$ cat src/rtl/wpg_pkg.sv
package wpg_pkg;
  typedef enum logic [3:0] {
    OP_NOP  = 4'd0,
    OP_WREN = 4'd1,
    OP_WRDI = 4'd2,
    OP_PROG = 4'd3,
    OP_SERA = 4'd4,
    OP_BERA = 4'd5,
    OP_E4K  = 4'd6,
    OP_E8K  = 4'd7,
    OP_QPRG = 4'd8,
    OP_OTPB = 4'd9,
    OP_WREG = 4'd10
  } op_e;

  function automatic logic is_modify(input logic [3:0] code);
    return (code >= 4'd3) && (code <= 4'd10);
  endfunction

  function automatic logic is_array_op(input logic [3:0] code);
    case (code)
      OP_PROG, OP_SERA, OP_E4K, OP_E8K, OP_QPRG: return 1'b1;
      default: return 1'b0;
    endcase
  endfunction
endpackage

$ cat src/rtl/wpg_region.sv
module wpg_region #(
  parameter int ADDR_W = 22,
  parameter int SECT_W = 16
) (
  input  logic [ADDR_W-1:0] addr,
  input  logic [2:0]        bp,
  input  logic              bottom,
  output logic              hit
);
  localparam int NS_W = ADDR_W - SECT_W;
  localparam logic [NS_W:0] ALL = (NS_W+1)'(1) << NS_W;

  logic [NS_W:0] sect;
  logic [NS_W:0] span;
  logic          unused_low;

  assign sect       = {1'b0, addr[ADDR_W-1:SECT_W]};
  assign unused_low = ^addr[SECT_W-1:0];

  // number of protected sectors for a BP value
  function automatic logic [NS_W:0] span_of(input logic [2:0] v);
    logic [NS_W:0] t;
    if (v == 3'd0) return '0;
    if (v == 3'd7) return ALL;
    t = (NS_W+1)'(1) << (v - 3'd1);
    if (t == '0 || t > ALL) return ALL;
    return t;
  endfunction

  assign span = span_of(bp);
  assign hit  = bottom ? (sect < span) : (sect >= (ALL - span));
endmodule

$ cat src/rtl/wpg_wel.sv
module wpg_wel (
  input  logic clk,
  input  logic rst_n,
  input  logic set_i,
  input  logic clr_i,
  output logic wel
);
  always_ff @(posedge clk or negedge rst_n) begin
    if (!rst_n)     wel <= 1'b0;
    else if (clr_i) wel <= 1'b0;
    else if (set_i) wel <= 1'b1;
  end
endmodule

$ cat src/rtl/wpg_regs.sv
module wpg_regs (
  input  logic        clk,
  input  logic        rst_n,
  input  logic        wr_stat_i,
  input  logic        wr_cfg_i,
  input  logic [15:0] data_i,
  output logic        srwd,
  output logic [2:0]  bp,
  output logic        bottom,
  output logic        lock,
  output logic        bpvol,
  output logic        quad
);
  logic unused_bits;
  assign unused_bits = ^{data_i[15:14], data_i[10], data_i[8], data_i[6:5], data_i[1:0]};

  always_ff @(posedge clk or negedge rst_n) begin
    if (!rst_n) begin
      srwd <= 1'b0;
      bp   <= 3'd0;
    end else if (wr_stat_i) begin
      srwd <= data_i[7];
      if (!lock) bp <= data_i[4:2];
    end
  end

  always_ff @(posedge clk or negedge rst_n) begin
    if (!rst_n) begin
      bottom <= 1'b0;
      lock   <= 1'b0;
      bpvol  <= 1'b0;
      quad   <= 1'b0;
    end else if (wr_cfg_i) begin
      bottom <= data_i[13];
      lock   <= lock | data_i[12];
      bpvol  <= data_i[11];
      quad   <= data_i[9];
    end
  end
endmodule

$ cat src/rtl/wp_gate.sv
module wp_gate #(
  parameter int ADDR_W = 22,
  parameter int SECT_W = 16,
  parameter int CNT_W  = 16
) (
  input  logic              clk,
  input  logic              rst_n,
  input  logic              cs_rise_i,
  input  logic [3:0]        cmd_i,
  input  logic [ADDR_W-1:0] addr_i,
  input  logic [15:0]       data_i,
  input  logic [CNT_W-1:0]  sck_cnt_i,
  input  logic              wp_n_i,
  output logic              exec_o,
  output logic              abort_o,
  output logic              wel_o,
  output logic [7:0]        status_o,
  output logic [7:0]        config_o
);
  import wpg_pkg::*;

  localparam logic [CNT_W-1:0] REG1_LEN = CNT_W'(16);
  localparam logic [CNT_W-1:0] REG2_LEN = CNT_W'(24);

  logic       wel_w, srwd_w, bottom_w, lock_w, bpvol_w, quad_w;
  logic [2:0] bp_w;
  logic       hit_w;

  // named decision events
  logic modify_w, count_ok_w, hw_lock_w, reject_w;
  logic accept_mod_w, ev_exec_w, ev_abort_w;
  logic wel_set_w, wel_clr_w, wr_stat_w, wr_cfg_w;

  wpg_region #(.ADDR_W(ADDR_W), .SECT_W(SECT_W)) u_region (
    .addr(addr_i), .bp(bp_w), .bottom(bottom_w), .hit(hit_w)
  );

  assign modify_w   = is_modify(cmd_i);
  assign count_ok_w = (sck_cnt_i[2:0] == 3'd0);
  assign hw_lock_w  = !wp_n_i && srwd_w;

  always_comb begin
    reject_w = 1'b0;
    if (modify_w) begin
      if (!wel_w || !count_ok_w)                  reject_w = 1'b1;
      if (is_array_op(cmd_i) && hit_w)            reject_w = 1'b1;
      if (cmd_i == OP_BERA && bp_w != 3'd0)       reject_w = 1'b1;
      if (cmd_i == OP_WREG && (hw_lock_w || sck_cnt_i < REG1_LEN))
                                                  reject_w = 1'b1;
    end
  end

  assign accept_mod_w = cs_rise_i && modify_w && !reject_w;
  assign ev_abort_w   = cs_rise_i && reject_w;
  assign wel_set_w    = cs_rise_i && (cmd_i == OP_WREN);
  assign wel_clr_w    = (cs_rise_i && (cmd_i == OP_WRDI)) || accept_mod_w;
  assign ev_exec_w    = wel_set_w || wel_clr_w;
  assign wr_stat_w    = accept_mod_w && (cmd_i == OP_WREG);
  assign wr_cfg_w     = wr_stat_w && (sck_cnt_i >= REG2_LEN);

  wpg_wel u_wel (
    .clk(clk), .rst_n(rst_n), .set_i(wel_set_w), .clr_i(wel_clr_w), .wel(wel_w)
  );

  wpg_regs u_regs (
    .clk(clk), .rst_n(rst_n), .wr_stat_i(wr_stat_w), .wr_cfg_i(wr_cfg_w),
    .data_i(data_i), .srwd(srwd_w), .bp(bp_w), .bottom(bottom_w),
    .lock(lock_w), .bpvol(bpvol_w), .quad(quad_w)
  );

  always_ff @(posedge clk or negedge rst_n) begin
    if (!rst_n) begin
      exec_o  <= 1'b0;
      abort_o <= 1'b0;
    end else begin
      exec_o  <= ev_exec_w;
      abort_o <= ev_abort_w;
    end
  end

  assign wel_o    = wel_w;
  assign status_o = {srwd_w, 2'b00, bp_w, wel_w, 1'b0};
  assign config_o = {2'b00, bottom_w, lock_w, bpvol_w, 1'b0, quad_w, 1'b0};
endmodule

$ cat config.mk
export PLATFORM = sky130hd
export DESIGN_NAME = wp_gate
export DESIGN_NICKNAME = d
export VERILOG_FILES = /design/src/rtl/wpg_pkg.sv /design/src/rtl/wpg_region.sv /design/src/rtl/wpg_wel.sv /design/src/rtl/wpg_regs.sv /design/src/rtl/wp_gate.sv
export SDC_FILE = /design/constraint.sdc
export NUM_CORES = 1
export LEC_CHECK = 0
export ABC_CLOCK_PERIOD_IN_PS = 3400
export BUFFER_PORTS_ARGS = -buffer_cell sky130_fd_sc_hd__buf_2
export CORE_MARGIN = 3
export CORE_UTILIZATION = 41
export CTS_CLUSTER_DIAMETER = 80
export DETAILED_ROUTE_END_ITERATION = 6
export GPL_TIMING_DRIVEN = 0
export PLACE_DENSITY = 0.82
export SYNTH_ARGS = -nofsm -noshare
export SYNTH_HDL_FRONTEND = slang
export SYNTH_SLANG_ARGS = --single-unit
export TNS_END_PERCENT = 1
$ cat constraint.sdc
create_clock -name clk -period 3.4 [get_ports clk]
set_clock_uncertainty 0.05 [all_clocks]
set_input_delay 0 -clock clk [delete_from_list [all_inputs] [get_ports clk]]
set_output_delay 0 -clock clk [all_outputs]
set_load 0.05 [all_outputs]
Word level (Yosys, flattened, before mapping)
Index checks and enable logic that the tools add are counted.
- bits in registers: 11
- output and inout port bits: 19
- logic and storage cells: 81
- bits of input ports: 62
- multiplexer cells: 22
- bitwise logic cells: 2
- magnitude comparators: 7
- reduce and logical (&&, ||, !) cells: 28
- add/subtract/negate cells: 2
- shift-type cells: 1
- equal/unequal tests: 10
- operators by type and width (cell ; number):
    7-bit two-way mux ; 6
    4-bit by 3-bit equality test with 1-bit output, second input constant ; 4
    16-bit by 5-bit >= comparator with 1-bit output, second input constant ; 1
    16-bit by 5-bit < comparator with 1-bit output, second input constant ; 1
    1-bit two-way mux ; 16
    1-bit logical AND ; 12
    4-bit by 2-bit equality test with 1-bit output, second input constant ; 2
    4-bit equality test, second input constant ; 2
    6-bit by 7-bit >= comparator with 1-bit output ; 1
    7-bit > comparator, second input constant ; 1
    7-bit logical NOT ; 1
    6-bit by 7-bit < comparator with 1-bit output ; 1
    1-bit by 3-bit << shifter with 7-bit output, first input constant ; 1
    7-bit subtractor, first input constant ; 1
    3-bit logical NOT ; 2
    1-bit logical OR ; 5
    5-bit OR reduction ; 1
    4-bit by 1-bit equality test with 1-bit output, second input constant ; 1
    4-bit by 2-bit >= comparator with 1-bit output, second input constant ; 1
    4-bit <= comparator, second input constant ; 1
    1-bit logical NOT ; 4
    3-bit equality test, second input constant ; 1
    3-bit nonzero test ; 1
    3-bit by 1-bit subtractor with 3-bit output, second input constant ; 1
    other kinds (4) ; 4

Longest topological paths before layout
Gate-level depths: netlist of run 1.
- word-level depth: 22
- gate-level depth with buffers: 11
- depth with buffers taken out: 10

Cells and area by module
Synthesis of run 1 repeated with hierarchy kept, for this count alone.
- cell total of the unflattened synthesis: 120
- area total of the unflattened synthesis: 1094.8 um2
- by module, submodules not included (module ; area an instance (um2) ; cells each ; seq. area each (um2) ; instances):
    wpg_region ; 390.4 ; 53 ; 0.0 ; 1
    wp_gate ; 357.8 ; 48 ; 50.0 ; 1
    wpg_regs ; 311.5 ; 17 ; 200.2 ; 1
    wpg_wel ; 35.0 ; 2 ; 25.0 ; 1

Worst setup path before layout of run 1
OpenSTA, ideal clock, no wires.
- kind: flip-flop to flip-flop
- start: reg u_regs.bp[1]
- end: reg exec_o
- cell stages (with the launch flop): 11
- period minus slack after synthesis: 2.916 ns
- arrival time: 2.746 ns
- setup slack: 0.484 ns
- library setup time: 0.120 ns
- data required time: 3.230 ns
- buffers on the path: 1
- cells stage by stage: dfrtp_1 clkbuf_1 or3b_2 ha_1 xnor2_1 ha_1 nand2_1 o21ai_0 nand4_1 a21o_1 a31o_2
- cells in the longest elaborated chain, start to end: 22
- elaborated cells on any way between the ends: 33
- those cells by class: 2 x add/sub; 3 x order compare; 1 x eq/ne; 1 x shift; 16 x mux; 10 x reduce/logical
- RTL lines (element ; RTL line ; source):
    start: declaration ; wpg_regs.sv:8 ; output logic [2:0] bp,
    start signal: assignment ; wpg_regs.sv:23 ; if (!lock) bp <= data_i[4:2];
    3-bit by 1-bit subtractor with 3-bit output ; wpg_region.sv:25 ; t = (NS_W+1)'(1) << (v - 3'd1);
    1-bit by 3-bit << shifter with 7-bit output ; wpg_region.sv:25 ;
    7-bit > comparator / 7-bit logical NOT (equally long branches) ; wpg_region.sv:26 ; if (t == '0 || t > ALL) return ALL;
    1-bit logical OR ; wpg_region.sv:26 ;
    1-bit two-way mux ; wpg_region.sv:26 ;
    1-bit two-way mux ; wpg_region.sv:25 ;
    1-bit two-way mux ; wpg_region.sv:24 ; if (v == 3'd7) return ALL;
    7-bit two-way mux ; wpg_region.sv:27 ; return t;
    [... 7 more ...] ; -- ;
    1-bit two-way mux * ; wp_gate.sv:47 ; if (cmd_i == OP_BERA && bp_w != 3'd0) reject_w = 1'b1;
    1-bit two-way mux * ; wp_gate.sv:48 ; if (cmd_i == OP_WREG && (hw_lock_w || sck_cnt_i < REG1_LEN))
    1-bit two-way mux * ; wp_gate.sv:44 ; if (modify_w) begin
    1-bit logical NOT * ; wp_gate.sv:53 ; assign accept_mod_w = cs_rise_i && modify_w && !reject_w;
    1-bit logical AND * ; wp_gate.sv:53 ;
    1-bit logical OR * ; wp_gate.sv:56 ; assign wel_clr_w = (cs_rise_i && (cmd_i == OP_WRDI)) || accept_mod_w;
    1-bit logical OR * ; wp_gate.sv:57 ; assign ev_exec_w = wel_set_w || wel_clr_w;
    net ev_exec_w ; wp_gate.sv:31 ; logic accept_mod_w, ev_exec_w, ev_abort_w;
    end signal: assignment ; wp_gate.sv:76 ; exec_o <= ev_exec_w;
    end: declaration ; wp_gate.sv:14 ; output logic exec_o,
Mark *: on every way through the listed nets, which the timed path passes. The rest lies on a longest branch. The select of a mux whose other input is x is not followed.
A chain may end at the register's enable or synchronous reset.

Worst setup path after layout of run 1
Same ends and word-level chain as after synthesis.

==> flow_summary.ini, run 1 <==
[detailed_routing]
vias = 1085
drtIter0Drc = 24
antenna_left = 0
drc = 0
drt-pass1-iter-count = 4
wl_per_cell_um = 12.2
viasPerCell = 5.02
wl_mm = 2.64

[final_layout]
layout-drive-gt1-share = 0.435
num_antenna_cells = 0
nets = 261
nFillCells = 224
final_cell_mix = buf_2, buf_4, ha_1, dfrtp_1, dlygate4sd3_1
layout_commonest_cell = buf_2
fin_util = 0.605
syn_to_final_growth_pct = 37.5

[global_routing]
grt_usage = 0.163
grt_pass1_vias = 1076
grt_pass1_wl_mm = 4.35
grt_overflow = 0
grt_start_max_net_pins = 12
antenna_found_initial = 0

[clocking]
clock-root-buffer = clkbuf_4
cts_setup_buffers = 0
numCtsBuffers = 3
cts_tree = done
cts_htree_levels = 1
clk_latency_ps = 270
cts_buffer_depth = 2
cts_sinks = 11
path_clk_slew_ps = 70

[critical_path]
worstSetupPathDepth = 10
cpPeakStageDelay_ps = 510
ff2ff_path_depth = 10
startpoint = u_regs.bp[1]
critPathCaptureType = flop
cp_common_cell = ha_1
cp_top_family = simple AND/OR/NAND/NOR gates
arrival_ps = 3030
regToRegStartpoint = u_regs.bp[1]
r2r-end = exec_o
start_kind = flop
worstSetupEndpoint = exec_o
crit_path_top_delay_cell = or3b_2
cp_data_required_time_ps = 3510
worstSetupPathType = flop to flop
crit_chain = clkbuf_1 -> or3b_2 -> ha_1 -> xnor2_1 -> ha_1 -> nand2_1 -> o21ai_0 -> nand4_1 -> a21o_1 -> a31o_2
rrSetupSlack_ps = 480
crit_buf_inv = 1
worst-path-max-fanout = 10

[synth]
synth-seq-cells = 11
yosysSeqAreaShare = 0.248
synthCells = 119
synth_top_flop_cell = dfrtp_1
ys_types = 41
ys_async_sr_fraction = 1.00
synth_warnings = 0
synth_area_um2 = 1110
syn_avg_cell_area_um2 = 9.33
synth_edf_count = 0

[floorplanning]
rows = 18
initial_core_util = 0.440
die_x_um = 58.0
core_region_area_um2 = 2520
io_pins = 81
die_area_um2 = 3370
dieHeight_um = 58.0

[pwr]
total_power_w = 0.000450
leakagePower_nw = 0.773
ir_drop_v = 0.000237
pwr_density_cell_nw_per_um2 = 295

[sta]
hold_viol_final = 0
fin_crit_ps = 2920
drv_slew = 0
timing.final.ws_setup_ps = 480
rsz0062_at_grt = false
setup_viol = 0
max_freq_mhz = 342
fin_setup_tns_ps = 0
period_share = 0.859

[place]
gp_congestion = 0.841
port_buffers = 48
post-place-ws_ps = 492
post-dp-hpwl_mm = 2.19

[flow_run]
max_cap_viol_count = 0

[status]
status = finished, final reports clean

[worst_hold_path]
hold_class = input port to async pin
==> state kept, by name, indices dropped and copies added, names as in the netlist <==
signal and flops:
abort_o 1, exec_o 1, u_regs.bottom 1, u_regs.bp 3, u_regs.bpvol 1, u_regs.lock 1
u_regs.quad 1, u_regs.srwd 1, u_wel.wel 1
==> Yosys cell counts (all sizes together) (4+ instances only) <==
cell,n,share of area
mux2,7,0.071
nor2,4,0.014
dfrtp,11,0.25
a21oi,6,0.027
o21ai,5,0.023
nand3b,4,0.027
inv,4,0.014
nand2,6,0.020
a21o,5,0.034
ha,12,0.14
buf,14,0.092
==> repair_timing <==
| item | 4_1_cts | 5_1_grt |
|---|---|---|
| hold buffers | 9 | 0 |
| gates resized for setup | 0 | 0 |
| hold endpoints to repair | 19 | 0 |
==> worst reg2reg max path, stage by stage (launching register included) <==
cell and delay, ps:
dfrtp_1 380, clkbuf_1 320, or3b_2 510, ha_1 270, xnor2_1 140, ha_1 290
nand2_1 50, o21ai_0 210, nand4_1 120, a21o_1 210, a31o_2 240
==> per-layer routing <==
metal,part of all wire,GRT usage,vias up
met4,0.019,0.0563,0
met5,0,0,-
met1,0.38,0.173,499
met2,0.56,0.329,29
li1,-,-,552
met3,0.038,0.0134,5
==> cell families (layout without fill, tap and decap cells) <==
kind of cell / Yosys count / after routing / synth area share
simple gates: 39 / 39 / 0.231
compound gates: 24 / 24 / 0.162
buf+inv: 21 / 82 / 0.116
fa+ha+maj: 12 / 12 / 0.135
flops: 11 / 11 / 0.248
mux: 8 / 8 / 0.0800
xor+xnor: 3 / 3 / 0.0237
other cells: 1 / 7 / 0.00338
==> per-stage QoR <==
stage               cell area (µm²)  hold WS, ps  instances
finish                         1530         66.4        216
global route                   1530         84.2        216
CTS                            1530         44.5        216
detailed placement             1410         -171        203
global placement               1410         -181        203
floorplan                      1130         -346        125
==> where the power goes <==
group          internal, W  switching, W  total (W)
sequential        0.000141    0.00000849   0.000149
clock            0.0000454     0.0000421  0.0000875
combinational    0.0000864      0.000126   0.000213
total             0.000273      0.000177   0.000450
==> worst min path at each step <==
stage | depth (start not counted) | from | slack, ps | endpoint
3_5_place_dp | 1 | rst_n | -170 | u_regs.quad
3_3_place_gp | 1 | rst_n | -180 | u_regs.bpvol
4_1_cts | 3 | cs_rise_i | 40 | u_wel.wel
2_1_floorplan | 0 | rst_n | -350 | abort_o
5_1_grt | 3 | cs_rise_i | 80 | u_wel.wel
6_report | 2 | rst_n | 70 | u_wel.wel
==> area by class of cell <==
type	instances	area [µm²]	share of cell area
clock buffer	4	26.3	0.0172
inverter	4	15.0	0.00984
buffer	17	114	0.0746
multi-input combinational	93	728	0.477
sequential	11	275	0.180
timing repair buffer	57	330	0.216
tap	30	37.5	0.0246
No activity file was read; power rests on OpenSTA's default activity.
==> run 2: changes to the inputs <==
--- a/config.mk
+++ b/config.mk
@@ -5,6 +5,7 @@
 export SDC_FILE = /design/constraint.sdc
 export NUM_CORES = 1
 export LEC_CHECK = 0
+export ABC_AREA = 1
 export ABC_CLOCK_PERIOD_IN_PS = 3400
 export BUFFER_PORTS_ARGS = -buffer_cell sky130_fd_sc_hd__buf_2
 export CORE_MARGIN = 3
@@ -12,7 +13,7 @@
 export CTS_CLUSTER_DIAMETER = 80
 export DETAILED_ROUTE_END_ITERATION = 6
 export GPL_TIMING_DRIVEN = 0
-export PLACE_DENSITY = 0.82
+export PLACE_DENSITY = 0.81
 export SYNTH_ARGS = -nofsm -noshare
 export SYNTH_HDL_FRONTEND = slang
 export SYNTH_SLANG_ARGS = --single-unit
==> constraint.sdc (replaced) <==
create_clock -name clk -period 3.4 [get_ports clk]
set_clock_uncertainty 0.05 [all_clocks]
set_input_delay 0 -clock clk [delete_from_list [all_inputs] [get_ports clk]]
set_output_delay 0 -clock clk [all_outputs]
set_load 0.01 [all_outputs]
==> run 2 against run 1 <==
- final cell count rose by 23%
- first-iteration DRC count fell by 21%
- via count rose by 13%
- core utilization rose by 0.89 points
==> flow_summary.ini, run 2 <==
[status]
status = finished, final reports clean

[pwr]
total_power_w = 0.000340
p_sw_w = 0.0000995
p_comb_frac = 0.319
swShare = 0.292
pwr-share-clk = 0.261
leakagePower_nw = 0.859
pwr_density_cell_nw_per_um2 = 216
ir_drop_v = 0.000338
internal_power_w = 0.000241
pwr-share-seq = 0.420

[clocking]
cts_tree = done
cts_sinks = 11
clk_latency_ps = 270
cts_buffer_depth = 2
clock-root-buffer = clkbuf_4
cts_htree_levels = 1
cts_setup_buffers = 0
numCtsBuffers = 3
path_clk_slew_ps = 70

[detailed_routing]
vias = 1225
wl_per_cell_um = 10.4
drc = 0
drtIter0Drc = 19
viasPerCell = 4.61
drt-pass1-iter-count = 3
wl_mm = 2.77
antenna_left = 0

[worst_hold_path]
worstHoldPathCells = 4
hold_class = input port to flop

[final_layout]
largest_register_ffs = 3
layout_commonest_cell = buf_2
syn_to_final_growth_pct = 37.7
num_antenna_cells = 0
nets = 311
final_cell_mix = buf_2, nand2_1, inv_1, nor2_1, buf_4
largest_register = u_regs.bp
layout-drive-gt1-share = 0.322
nFillCells = 249

[synth]
synthCells = 167
synth_warnings = 0
synth-seq-cells = 11
yosysSeqAreaShare = 0.240
synth_area_um2 = 1140
yosysMostFrequentCell = nand2_1
synth_area_leaders = dfrtp_1, nand2_1, ha_1
synth_edf_count = 0
ys_async_sr_fraction = 1.00
synth_common_cells = nand2_1, inv_1, nor2_1
synth_top_flop_cell = dfrtp_1
syn_avg_cell_area_um2 = 6.86
ys_types = 26
synth.top_cell.area_share = 0.240
yosys.area.top_type = dfrtp_1

[global_routing]
grt_usage = 0.175
grt_overflow = 0
grt_pass1_vias = 1139
met3_usage = 0.0570
antenna_found_initial = 0
grtUsageMet1 = 0.203
grt_use_met2 = 0.309
grt_pass1_wl_mm = 4.65
grt_start_max_net_pins = 12
top_usage_layer = met2

[floorplanning]
dieHeight_um = 58.8
initial_core_util = 0.446
core_region_area_um2 = 2570
die_area_um2 = 3460
die_x_um = 58.8
rows = 18
io_pins = 81

[sta]
max_freq_mhz = 348
fin_setup_tns_ps = 0
drv_slew = 0
fin_crit_ps = 2870
hold_ws_ps = 65.0
period_share = 0.846
rsz0062_at_grt = false
timing.final.ws_setup_ps = 525
setup_viol = 0
hold_viol_final = 0

[place]
post-dp-hpwl_mm = 2.21
gp_congestion = 0.827
port_buffers = 49
post-place-ws_ps = 572

[critical_path]
start_kind = flop
worstSetupPathType = flop to flop
ff2ff_path_depth = 20
cp_data_required_time_ps = 3540
critPathCaptureType = flop
worst-path-max-fanout = 9
arrival_ps = 3010
rrSetupSlack_ps = 530

[flow_run]
max_cap_viol_count = 0
run 2: changes by cell type after synthesis, moves of 6 or more:
cell      change
nand3_1       +9
inv_1        +20
mux2_2        -7
nor2_1       +11
o21bai_1      +6
nand2_1      +35
run 2: critical path: stages, from the launching register on:
cell and delay, ps:
dfrtp_1 460, nor3_1 280, inv_1 100, ha_1 240, inv_1 80, nand3_1 80, nand2_1 80, ha_1 230
a21oi_1 150, nand2_1 70, nand2_1 50, nand2_1 60, nand2_1 60, nand2_1 40, nand2_1 50, nand2_1 40
nand3_1 130, nand3_2 120, nor2_4 220, nand2_1 100, o21ai_1 110
run 2: metrics by stage:
stage          instances   util  area [µm²]
2_1_floorplan        173      -        1170
3_3_place_gp         252  0.565        1450
3_5_place_dp         252  0.565        1450
4_1_cts              266  0.614        1580
5_1_grt              266  0.614        1580
6_report             266  0.614        1580
run 2: repair_timing:
action	CTS	global route
setup endpoints to repair	0	0
hold endpoints to repair	20	0
hold buffers	10	0
resized for setup	0	0
run 2: layer usage:
layer	vias to the layer above	share of wire	wire length, µm
li1	656	-	-
met1	530	0.43	1200
met2	35	0.49	1350
met3	4	0.066	183
met4	0	0.013	37
met5	-	0	0
run 2: worst paths after layout:
kind                               from      endpoint
hold reg to reg               u_wel.wel     u_wel.wel
max in group asynchronous         rst_n  u_regs.bp[1]
setup reg to reg           u_regs.bp[2]   u_regs.srwd
hold / removal                 cmd_i[1]        exec_o
setup / recovery           u_regs.bp[2]   u_regs.srwd
min in group asynchronous         rst_n   u_regs.srwd
run 2: area by class of cell:
| type | count | area, µm² | area share |
|---|---|---|---|
| tap | 30 | 37.5 | 0.0238 |
| multi-input combinational | 122 | 693 | 0.440 |
| inverter | 27 | 101 | 0.0643 |
| sequential | 11 | 275 | 0.175 |
| clock buffer | 4 | 26.3 | 0.0167 |
| buffer | 13 | 97.6 | 0.0619 |
| timing repair buffer | 59 | 345 | 0.219 |
run 2: cells by family (layout without fill, tap and decap cells):
kind of cell               count (synthesis)  after routing  share of synthesized area
adders and majority gates                 12             12                      0.131
buffers and inverters                     40            103                      0.174
and+or+nand+nor                           81             81                      0.325
other                                      1              7                    0.00328
AOI/OAI and AO/OA                         22             22                      0.127
DFF                                       11             11                      0.240
run 2: power by group through the flow:
stage                     registers (W)   logic, W  clock network (W)
after floorplan                0.000147  0.0000546                  0
after global placement         0.000146  0.0000975                  0
after detailed placement       0.000145  0.0000994                  0
after CTS                      0.000143   0.000108          0.0000888
after global routing           0.000144   0.000122           0.000100
final                          0.000143   0.000109          0.0000888
